File: config.mk
export PLATFORM = sky130hd
export DESIGN_NAME = interval_timer_channel
export DESIGN_NICKNAME = d
export VERILOG_FILES = /design/src/rtl/itc_pkg.sv /design/src/rtl/itc_decrement.sv /design/src/rtl/itc_host_regs.sv /design/src/rtl/itc_counter_core.sv /design/src/rtl/itc_readback.sv /design/src/rtl/interval_timer_channel.sv
export SDC_FILE = /design/constraint.sdc
export NUM_CORES = 1
export LEC_CHECK = 0
export ABC_CLOCK_PERIOD_IN_PS = 1750
export BUFFER_PORTS_ARGS = -buffer_cell sky130_fd_sc_hd__buf_2
export CAP_MARGIN = 20
export CORE_MARGIN = 3
export CORE_UTILIZATION = 54
export DETAILED_ROUTE_END_ITERATION = 12
export HOLD_SLACK_MARGIN = 0.08
export PLACE_DENSITY = 0.76
export SETUP_SLACK_MARGIN = 0.05
export SYNTH_ARGS = -nofsm -noshare
export SYNTH_HDL_FRONTEND = slang
export SYNTH_SLANG_ARGS = --single-unit
export TNS_END_PERCENT = 1
File: constraint.sdc
create_clock -name clk -period 1.75 [get_ports clk]
set_input_delay 0.2625 -clock clk [delete_from_list [all_inputs] [get_ports clk]]
set_output_delay 0.2625 -clock clk [all_outputs]
set_load 0.005 [all_outputs]
File: src/rtl/itc_pkg.sv
package itc_pkg;

  // Control byte field positions
  localparam int CTRL_BCD_BIT   = 0;
  localparam int CTRL_AUTO_BIT  = 1;
  localparam int CTRL_START_BIT = 2;
  localparam int CTRL_LATCH_BIT = 7;

  typedef struct packed {
    logic bcd;
    logic auto_rl;
  } itc_mode_t;

endpackage

File: src/rtl/itc_decrement.sv
module itc_decrement #(
  parameter int CNT_W = 16
) (
  input  logic [CNT_W-1:0] value_i,
  input  logic             bcd_i,
  output logic [CNT_W-1:0] value_o
);
  localparam int DIGITS = CNT_W / 4;

  logic [DIGITS-1:0] borrow;
  logic [CNT_W-1:0]  bcd_next;
  logic [CNT_W-1:0]  bin_next;

  assign borrow[0] = 1'b1;
  assign bin_next  = value_i - CNT_W'(1);

  for (genvar d = 0; d < DIGITS; d++) begin : g_digit
    logic [3:0] nib;
    assign nib = value_i[d*4 +: 4];
    assign bcd_next[d*4 +: 4] = !borrow[d]     ? nib :
                                (nib == 4'd0)  ? 4'd9 : nib - 4'd1;
    if (d < DIGITS - 1) begin : g_chain
      assign borrow[d+1] = borrow[d] & (nib == 4'd0);
    end
  end

  assign value_o = bcd_i ? bcd_next : bin_next;

endmodule

File: src/rtl/itc_host_regs.sv
module itc_host_regs
  import itc_pkg::*;
#(
  parameter int BUS_W = 8
) (
  input  logic               clk,
  input  logic               rst,
  input  logic               wr_i,
  input  logic               sel_ctrl_i,
  input  logic [BUS_W-1:0]   wdata_i,
  output logic [2*BUS_W-1:0] reload_o,
  output itc_mode_t          mode_o,
  output logic               start_o,
  output logic               stop_o,
  output logic               latch_o
);
  logic [BUS_W-1:0]   lo_q;
  logic [2*BUS_W-1:0] reload_q;
  logic               loaded_q;
  logic               wptr_q;
  itc_mode_t          mode_q;
  logic               ctrl_wr;
  logic               mode_wr;

  assign ctrl_wr = wr_i & sel_ctrl_i;
  assign mode_wr = ctrl_wr & ~wdata_i[CTRL_LATCH_BIT];
  assign latch_o = ctrl_wr &  wdata_i[CTRL_LATCH_BIT];
  assign start_o = mode_wr &  wdata_i[CTRL_START_BIT] & loaded_q;
  assign stop_o  = mode_wr & ~wdata_i[CTRL_START_BIT];

  always_ff @(posedge clk) begin
    if (rst) begin
      lo_q     <= '0;
      reload_q <= '0;
      loaded_q <= 1'b0;
      wptr_q   <= 1'b0;
      mode_q   <= '0;
    end else if (wr_i) begin
      if (sel_ctrl_i) begin
        if (!wdata_i[CTRL_LATCH_BIT]) begin
          mode_q.bcd     <= wdata_i[CTRL_BCD_BIT];
          mode_q.auto_rl <= wdata_i[CTRL_AUTO_BIT];
          wptr_q         <= 1'b0;
        end
      end else if (!wptr_q) begin
        lo_q   <= wdata_i;
        wptr_q <= 1'b1;
      end else begin
        reload_q <= {wdata_i, lo_q};
        loaded_q <= 1'b1;
        wptr_q   <= 1'b0;
      end
    end
  end

  assign reload_o = reload_q;
  assign mode_o   = mode_q;

endmodule

File: src/rtl/itc_counter_core.sv
module itc_counter_core
  import itc_pkg::*;
#(
  parameter int CNT_W = 16
) (
  input  logic             clk,
  input  logic             rst,
  input  logic             start_i,
  input  logic             stop_i,
  input  logic [CNT_W-1:0] reload_i,
  input  itc_mode_t        mode_i,
  input  logic             tick_i,
  input  logic             gate_i,
  output logic [CNT_W-1:0] cnt_o,
  output logic             running_o,
  output logic             term_o
);
  localparam logic [CNT_W-1:0] ONE = CNT_W'(1);

  logic [CNT_W-1:0] cnt_q;
  logic [CNT_W-1:0] cnt_dec;
  logic             running_q;
  logic             term_q;

  itc_decrement #(.CNT_W(CNT_W)) u_dec (
    .value_i (cnt_q),
    .bcd_i   (mode_i.bcd),
    .value_o (cnt_dec)
  );

  always_ff @(posedge clk) begin
    if (rst) begin
      cnt_q     <= '0;
      running_q <= 1'b0;
      term_q    <= 1'b0;
    end else begin
      term_q <= 1'b0;
      if (start_i) begin
        cnt_q     <= reload_i;
        running_q <= 1'b1;
      end else if (stop_i) begin
        running_q <= 1'b0;
      end else if (term_q && mode_i.auto_rl && running_q) begin
        cnt_q <= reload_i;
      end else if (running_q && gate_i && tick_i) begin
        if (cnt_q == ONE) begin
          cnt_q  <= '0;
          term_q <= 1'b1;
          if (!mode_i.auto_rl) running_q <= 1'b0;
        end else begin
          cnt_q <= cnt_dec;
        end
      end
    end
  end

  assign cnt_o     = cnt_q;
  assign running_o = running_q;
  assign term_o    = term_q;

endmodule

File: src/rtl/itc_readback.sv
module itc_readback #(
  parameter int BUS_W = 8
) (
  input  logic               clk,
  input  logic               rst,
  input  logic               rd_i,
  input  logic               sel_ctrl_i,
  input  logic               latch_i,
  input  logic [2*BUS_W-1:0] cnt_i,
  output logic [BUS_W-1:0]   rdata_o,
  output logic               latched_o,
  output logic [2*BUS_W-1:0] snap_o
);
  logic [2*BUS_W-1:0] snap_q;
  logic               latched_q;
  logic               rptr_q;
  logic [BUS_W-1:0]   rdata_q;
  logic [2*BUS_W-1:0] src;

  assign src = latched_q ? snap_q : cnt_i;

  always_ff @(posedge clk) begin
    if (rst) begin
      snap_q    <= '0;
      latched_q <= 1'b0;
      rptr_q    <= 1'b0;
      rdata_q   <= '0;
    end else begin
      if (latch_i && !latched_q) begin
        snap_q    <= cnt_i;
        latched_q <= 1'b1;
      end
      if (rd_i) begin
        if (sel_ctrl_i) begin
          rdata_q <= '0;
        end else begin
          rdata_q <= rptr_q ? src[2*BUS_W-1:BUS_W] : src[BUS_W-1:0];
          rptr_q  <= ~rptr_q;
          if (rptr_q && latched_q) latched_q <= 1'b0;
        end
      end
    end
  end

  assign rdata_o   = rdata_q;
  assign latched_o = latched_q;
  assign snap_o    = snap_q;

endmodule

File: src/rtl/interval_timer_channel.sv
module interval_timer_channel
  import itc_pkg::*;
#(
  parameter int BUS_W = 8
) (
  input  logic             clk,
  input  logic             rst,
  input  logic             cpu_wr,
  input  logic             cpu_rd,
  input  logic             cpu_sel_ctrl,
  input  logic [BUS_W-1:0] cpu_wdata,
  output logic [BUS_W-1:0] cpu_rdata,
  input  logic             count_tick,
  input  logic             gate,
  output logic             term_pulse
);
  localparam int CNT_W = 2 * BUS_W;

  logic [CNT_W-1:0] reload_w;
  itc_mode_t        mode_w;
  logic             start_w;
  logic             stop_w;
  logic             latch_w;
  logic [CNT_W-1:0] cnt_w;
  logic             running_w;
  logic             latched_w;
  logic [CNT_W-1:0] snap_w;

  itc_host_regs #(.BUS_W(BUS_W)) u_regs (
    .clk        (clk),
    .rst        (rst),
    .wr_i       (cpu_wr),
    .sel_ctrl_i (cpu_sel_ctrl),
    .wdata_i    (cpu_wdata),
    .reload_o   (reload_w),
    .mode_o     (mode_w),
    .start_o    (start_w),
    .stop_o     (stop_w),
    .latch_o    (latch_w)
  );

  itc_counter_core #(.CNT_W(CNT_W)) u_core (
    .clk       (clk),
    .rst       (rst),
    .start_i   (start_w),
    .stop_i    (stop_w),
    .reload_i  (reload_w),
    .mode_i    (mode_w),
    .tick_i    (count_tick),
    .gate_i    (gate),
    .cnt_o     (cnt_w),
    .running_o (running_w),
    .term_o    (term_pulse)
  );

  itc_readback #(.BUS_W(BUS_W)) u_rb (
    .clk        (clk),
    .rst        (rst),
    .rd_i       (cpu_rd),
    .sel_ctrl_i (cpu_sel_ctrl),
    .latch_i    (latch_w),
    .cnt_i      (cnt_w),
    .rdata_o    (cpu_rdata),
    .latched_o  (latched_w),
    .snap_o     (snap_w)
  );

endmodule

==> summary.md <==
| Metric | Value |
|---|---|
| Clock slew at reported path FFs | `80 ps` |
| Hold path depth | `3` |
| Core area | `6386 um2` |
| Starting density of the core | `56.23%` |
| Class of the worst hold path | `input port to flop` |
| CP Cell Sequence | `nor3_1, buf_4, nand4_4, a41oi_4, buf_4, buf_4, a31oi_1` |
| Unique masters post-synth | `61` |
| Ports | `24` |
| Final period util | `101.9%` |
| # nets final | `505` |
| Maximum VDD drop | `703.8 uV` |
| Required time of the critical path | `roughly 2000 ps` |
| H-tree levels | `3` |
| Clk sink count | `between 70 and 80` |
| Most used cell, CP | `buf_4` |
| Fillers | `approximately 500` |
| WL final | `9.317 mm` |
| Hold Crit Start | `cpu_wdata[4]` |
| Initial antenna violation count | `0` |
| Status | `finished, violations left` |
| Asr flop ratio synth | `0%` |
| Grt ovf | `0` |
| Deepest clock path buffer count | `2` |
| Failing checks | `negative setup slack` |
| WS Path Type | `flop to flop` |
| R2r setup slk | `-30 ps` |
| Slew Viols, Final | `0` |
| CP endpoint kind | `flop` |
| Hold Buf Count CTS | `0` |
| Total number of vias | `between 3000 and 4000` |
| PortBufs | `23` |
| Crit-path max FO | `6` |
| Max cap viols | `0` |
| Area grow syn2layout | `23.00%` |
| Synth Register Bits | `72` |
| Critical path startpoint category | `flop` |
| Placer Congestion | `0.9533` |
| Vias in the first global route | `between 3000 and 4000` |
| Worst EP arrival | `2000 ps` |
| DR WL/cell | `16.40 um` |
| Worst Clk Skew | `10.01 ps` |
| Critical path's top delay family | `simple AND/OR/NAND/NOR gates` |
| Post-synth EDFFs | `0` |
| Crit Reg-Reg Endpoint | `u_core.cnt_o[13]` |
| Number of diodes | `0` |
| Crit path largest cell delay | `340 ps` |
| Synth Area per Inst | `between 8 and 9 um2` |
| Slowest-stage cell, CP | `nor3_1` |
| DR iter-0 viols | `303` |
| RSZ-0062 raised after global routing | `true` |
| Die Ht | `87.55 um` |
| FMAX | `560.9 MHz` |
| Gr usage total | `25.03%` |
| Drt pass-1 iters | `5` |
| Die Area | `7664 um2` |
| Remaining antenna violation count | `0` |
| Die width | `87.55 um` |
| Worst R2R Start | `u_core.cnt_o[12]` |
| CTS buffer count | `9` |
| Top_reg_cell synth | `dfxtp_1` |
| HPWL Detailed | `~6.4 mm` |
| FP Rows | `29` |
| Largest net degree at the start of global routing | `23` |
| Post-Syn Area | `3591 um2` |
| Share of cells above drive strength 1 | `29.12%` |
| Sequential share of the synthesized area | `40.14%` |
| Syn_nets | `442` |
| Worst path bufs/invs | `3` |
| Reg2Reg Depth | `7` |
| Final setup fails | `7` |
| First-pass GRT wire length | `15.17 mm` |
| Drt via density | `6.026` |
| CTS Root Cell | `clkbuf_8` |
| Slew @ Worst Pin | `628.1 ps` |
| Static leakage | `roughly 1.7 nW` |
| Max-slew headroom | `58.10%` |
| WHS | `163.6 ps` |
| Worst hold endpoint | `u_regs.reload_o[12]` |
| CTS tree | `done` |
| Pwr dens | `733.1 nW/um2` |
| Slack of the critical path | `-33.00 ps` |
| DRC | `0` |
| Clock period minus worst slack | `1783 ps` |
| Clock Latency Late Sink | `340 ps` |
| YS warnings | `0` |
| Post-Syn Instances | `424` |
| Final Hold Vio Count | `0` |
| Post-route setup TNS | `-180.2 ps` |
## final cells by class
| type | count | area [um2] | area share, % |
|---|---|---|---|
| inverter | 7 | 28.78 | 0.6516 |
| clock buffer | 10 | 127.6 | 2.890 |
| tap | 77 | 96.34 | 2.181 |
| timing repair buffer | 84 | 580.6 | 13.14 |
| sequential | 72 | 1451 | 32.86 |
| multi-input combinational | 313 | 2073 | 46.94 |
| clock inverter | 5 | 58.81 | 1.331 |
## metrics by stage
stage	setup WS [ps]	area (um2)	total power, mW	utilization (%)	instances
after CTS	15.85	4359	3.241	68.26	567
after floorplan	-43.82	3622	1.884	-	424
final	-33.00	4417	3.238	69.16	568
after global placement	-97.03	4055	1.971	63.50	547
after global routing	-173.7	4417	3.363	69.16	568
after detailed placement	-107.3	4055	1.976	63.50	547
## power breakdown
part           internal (mW)  switching [mW]  total (mW)  leakage [nW]
sequential              1.66          0.0196        1.68         0.585
clock                  0.651           0.631        1.28        0.0883
combinational          0.122           0.156       0.278          1.05
## worst register-to-register path: cells and delay by family, from the launching register on
| kind | cells | cell delay [ps] |
|---|---|---|
| compound gates | 2 | 390 |
| flops | 1 | 320 |
| simple gates | 2 | 500 |
| buf+inv | 3 | 450 |
## logic make-up after synthesis
family | after synthesis | share of synthesized area (%)
simple gates | 176 | 25.23
compound gates | 114 | 19.48
flops | 72 | 40.14
buf+inv | 39 | 5.679
mux | 19 | 8.188
fa+ha+maj | 3 | 1.045
xor+xnor | 1 | 0.2439
## what timing repair did
item	in CTS	in global routing
setup buffers	5	1
setup endpoints to repair	15	18
gates resized for setup	21	15
pin swaps	6	4
cloned	0	0
## cells in the mapped netlist (3+ instances only)
cell type   n  area [um2]
a211oi_1    3       22.52
a21oi_1    53       265.3
a31oi_1     7       43.79
a32o_1      3       30.03
and2_1      4       25.02
buf_2       4       20.02
clkbuf_1   20       75.07
clkbuf_8    3       41.29
dfxtp_1    72        1441
ha_1        3       37.54
inv_1       6       22.52
mux2i_1    11       110.1
mux4_2      7       157.7
nand2_1    83       311.6
nand3_1     8       40.04
nor2_1     28       105.1
nor2b_1    11       68.82
nor3_1      7       35.03
nor3b_1     4       30.03
nor4_1      4       25.02
nor4b_1     4       35.03
o211ai_1    3       22.52
o21a_1      4       30.03
o21ai_0    23       115.1
## layout by cell type (no fill, tap or decap), types with 3 or more instances in the layout
cell type and n:
nand2_1 83, dfxtp_1 66, buf_4 59, a21oi_1 52, nor2_1 28, buf_2 23
o21ai_0 17, nor2b_1 11, mux2i_1 11, clkbuf_8 9, nand3_1 8, nor3_1 7
a31oi_1 7, mux4_2 7, dfxtp_2 5, inv_1 4, o21a_1 4, o21ai_1 4
nor4_1 4, and2_1 4, o211ai_1 3, o21ai_2 3, nor4b_2 3, a211oi_1 3
## registers in the layout, indices dropped and copies added, names as in the netlist
signal / cells
u_core.cnt_o: 16
u_rb.rptr_q: 1
u_core.running_o: 1
u_rb.snap_o: 16
u_regs.loaded_q: 1
u_core.term_o: 1
u_regs.mode_o: 2
u_rb.latched_o: 1
u_rb.rdata_o: 8
u_regs.lo_q: 8
u_regs.wptr_q: 1
u_regs.reload_o: 16
## worst max-delay path by stage
stage	cells past startpoint	to	startpoint
final	7	u_core.cnt_o[13]	u_core.cnt_o[12]
after global routing	7	u_core.cnt_o[13]	u_core.cnt_o[12]
after CTS	8	u_core.cnt_o[12]	u_core.cnt_o[1]
after detailed placement	6	u_core.cnt_o[11]	u_core.cnt_o[0]
after global placement	6	u_core.cnt_o[11]	u_core.cnt_o[0]
after floorplan	7	u_core.cnt_o[12]	u_core.cnt_o[9]
## layer usage
metal | part of all wire [%] | routed length [um] | global-route usage [%] | up-vias
li1 | - | - | - | 1640
met1 | 45 | 4195 | 33.61 | 1645
met2 | 48 | 4456 | 40.48 | 116
met3 | 4.6 | 433 | 5.080 | 22
met4 | 2.5 | 231 | 8.229 | 0
met5 | 0 | 0 | 0 | -
Power figures use the tool's default switching activity.
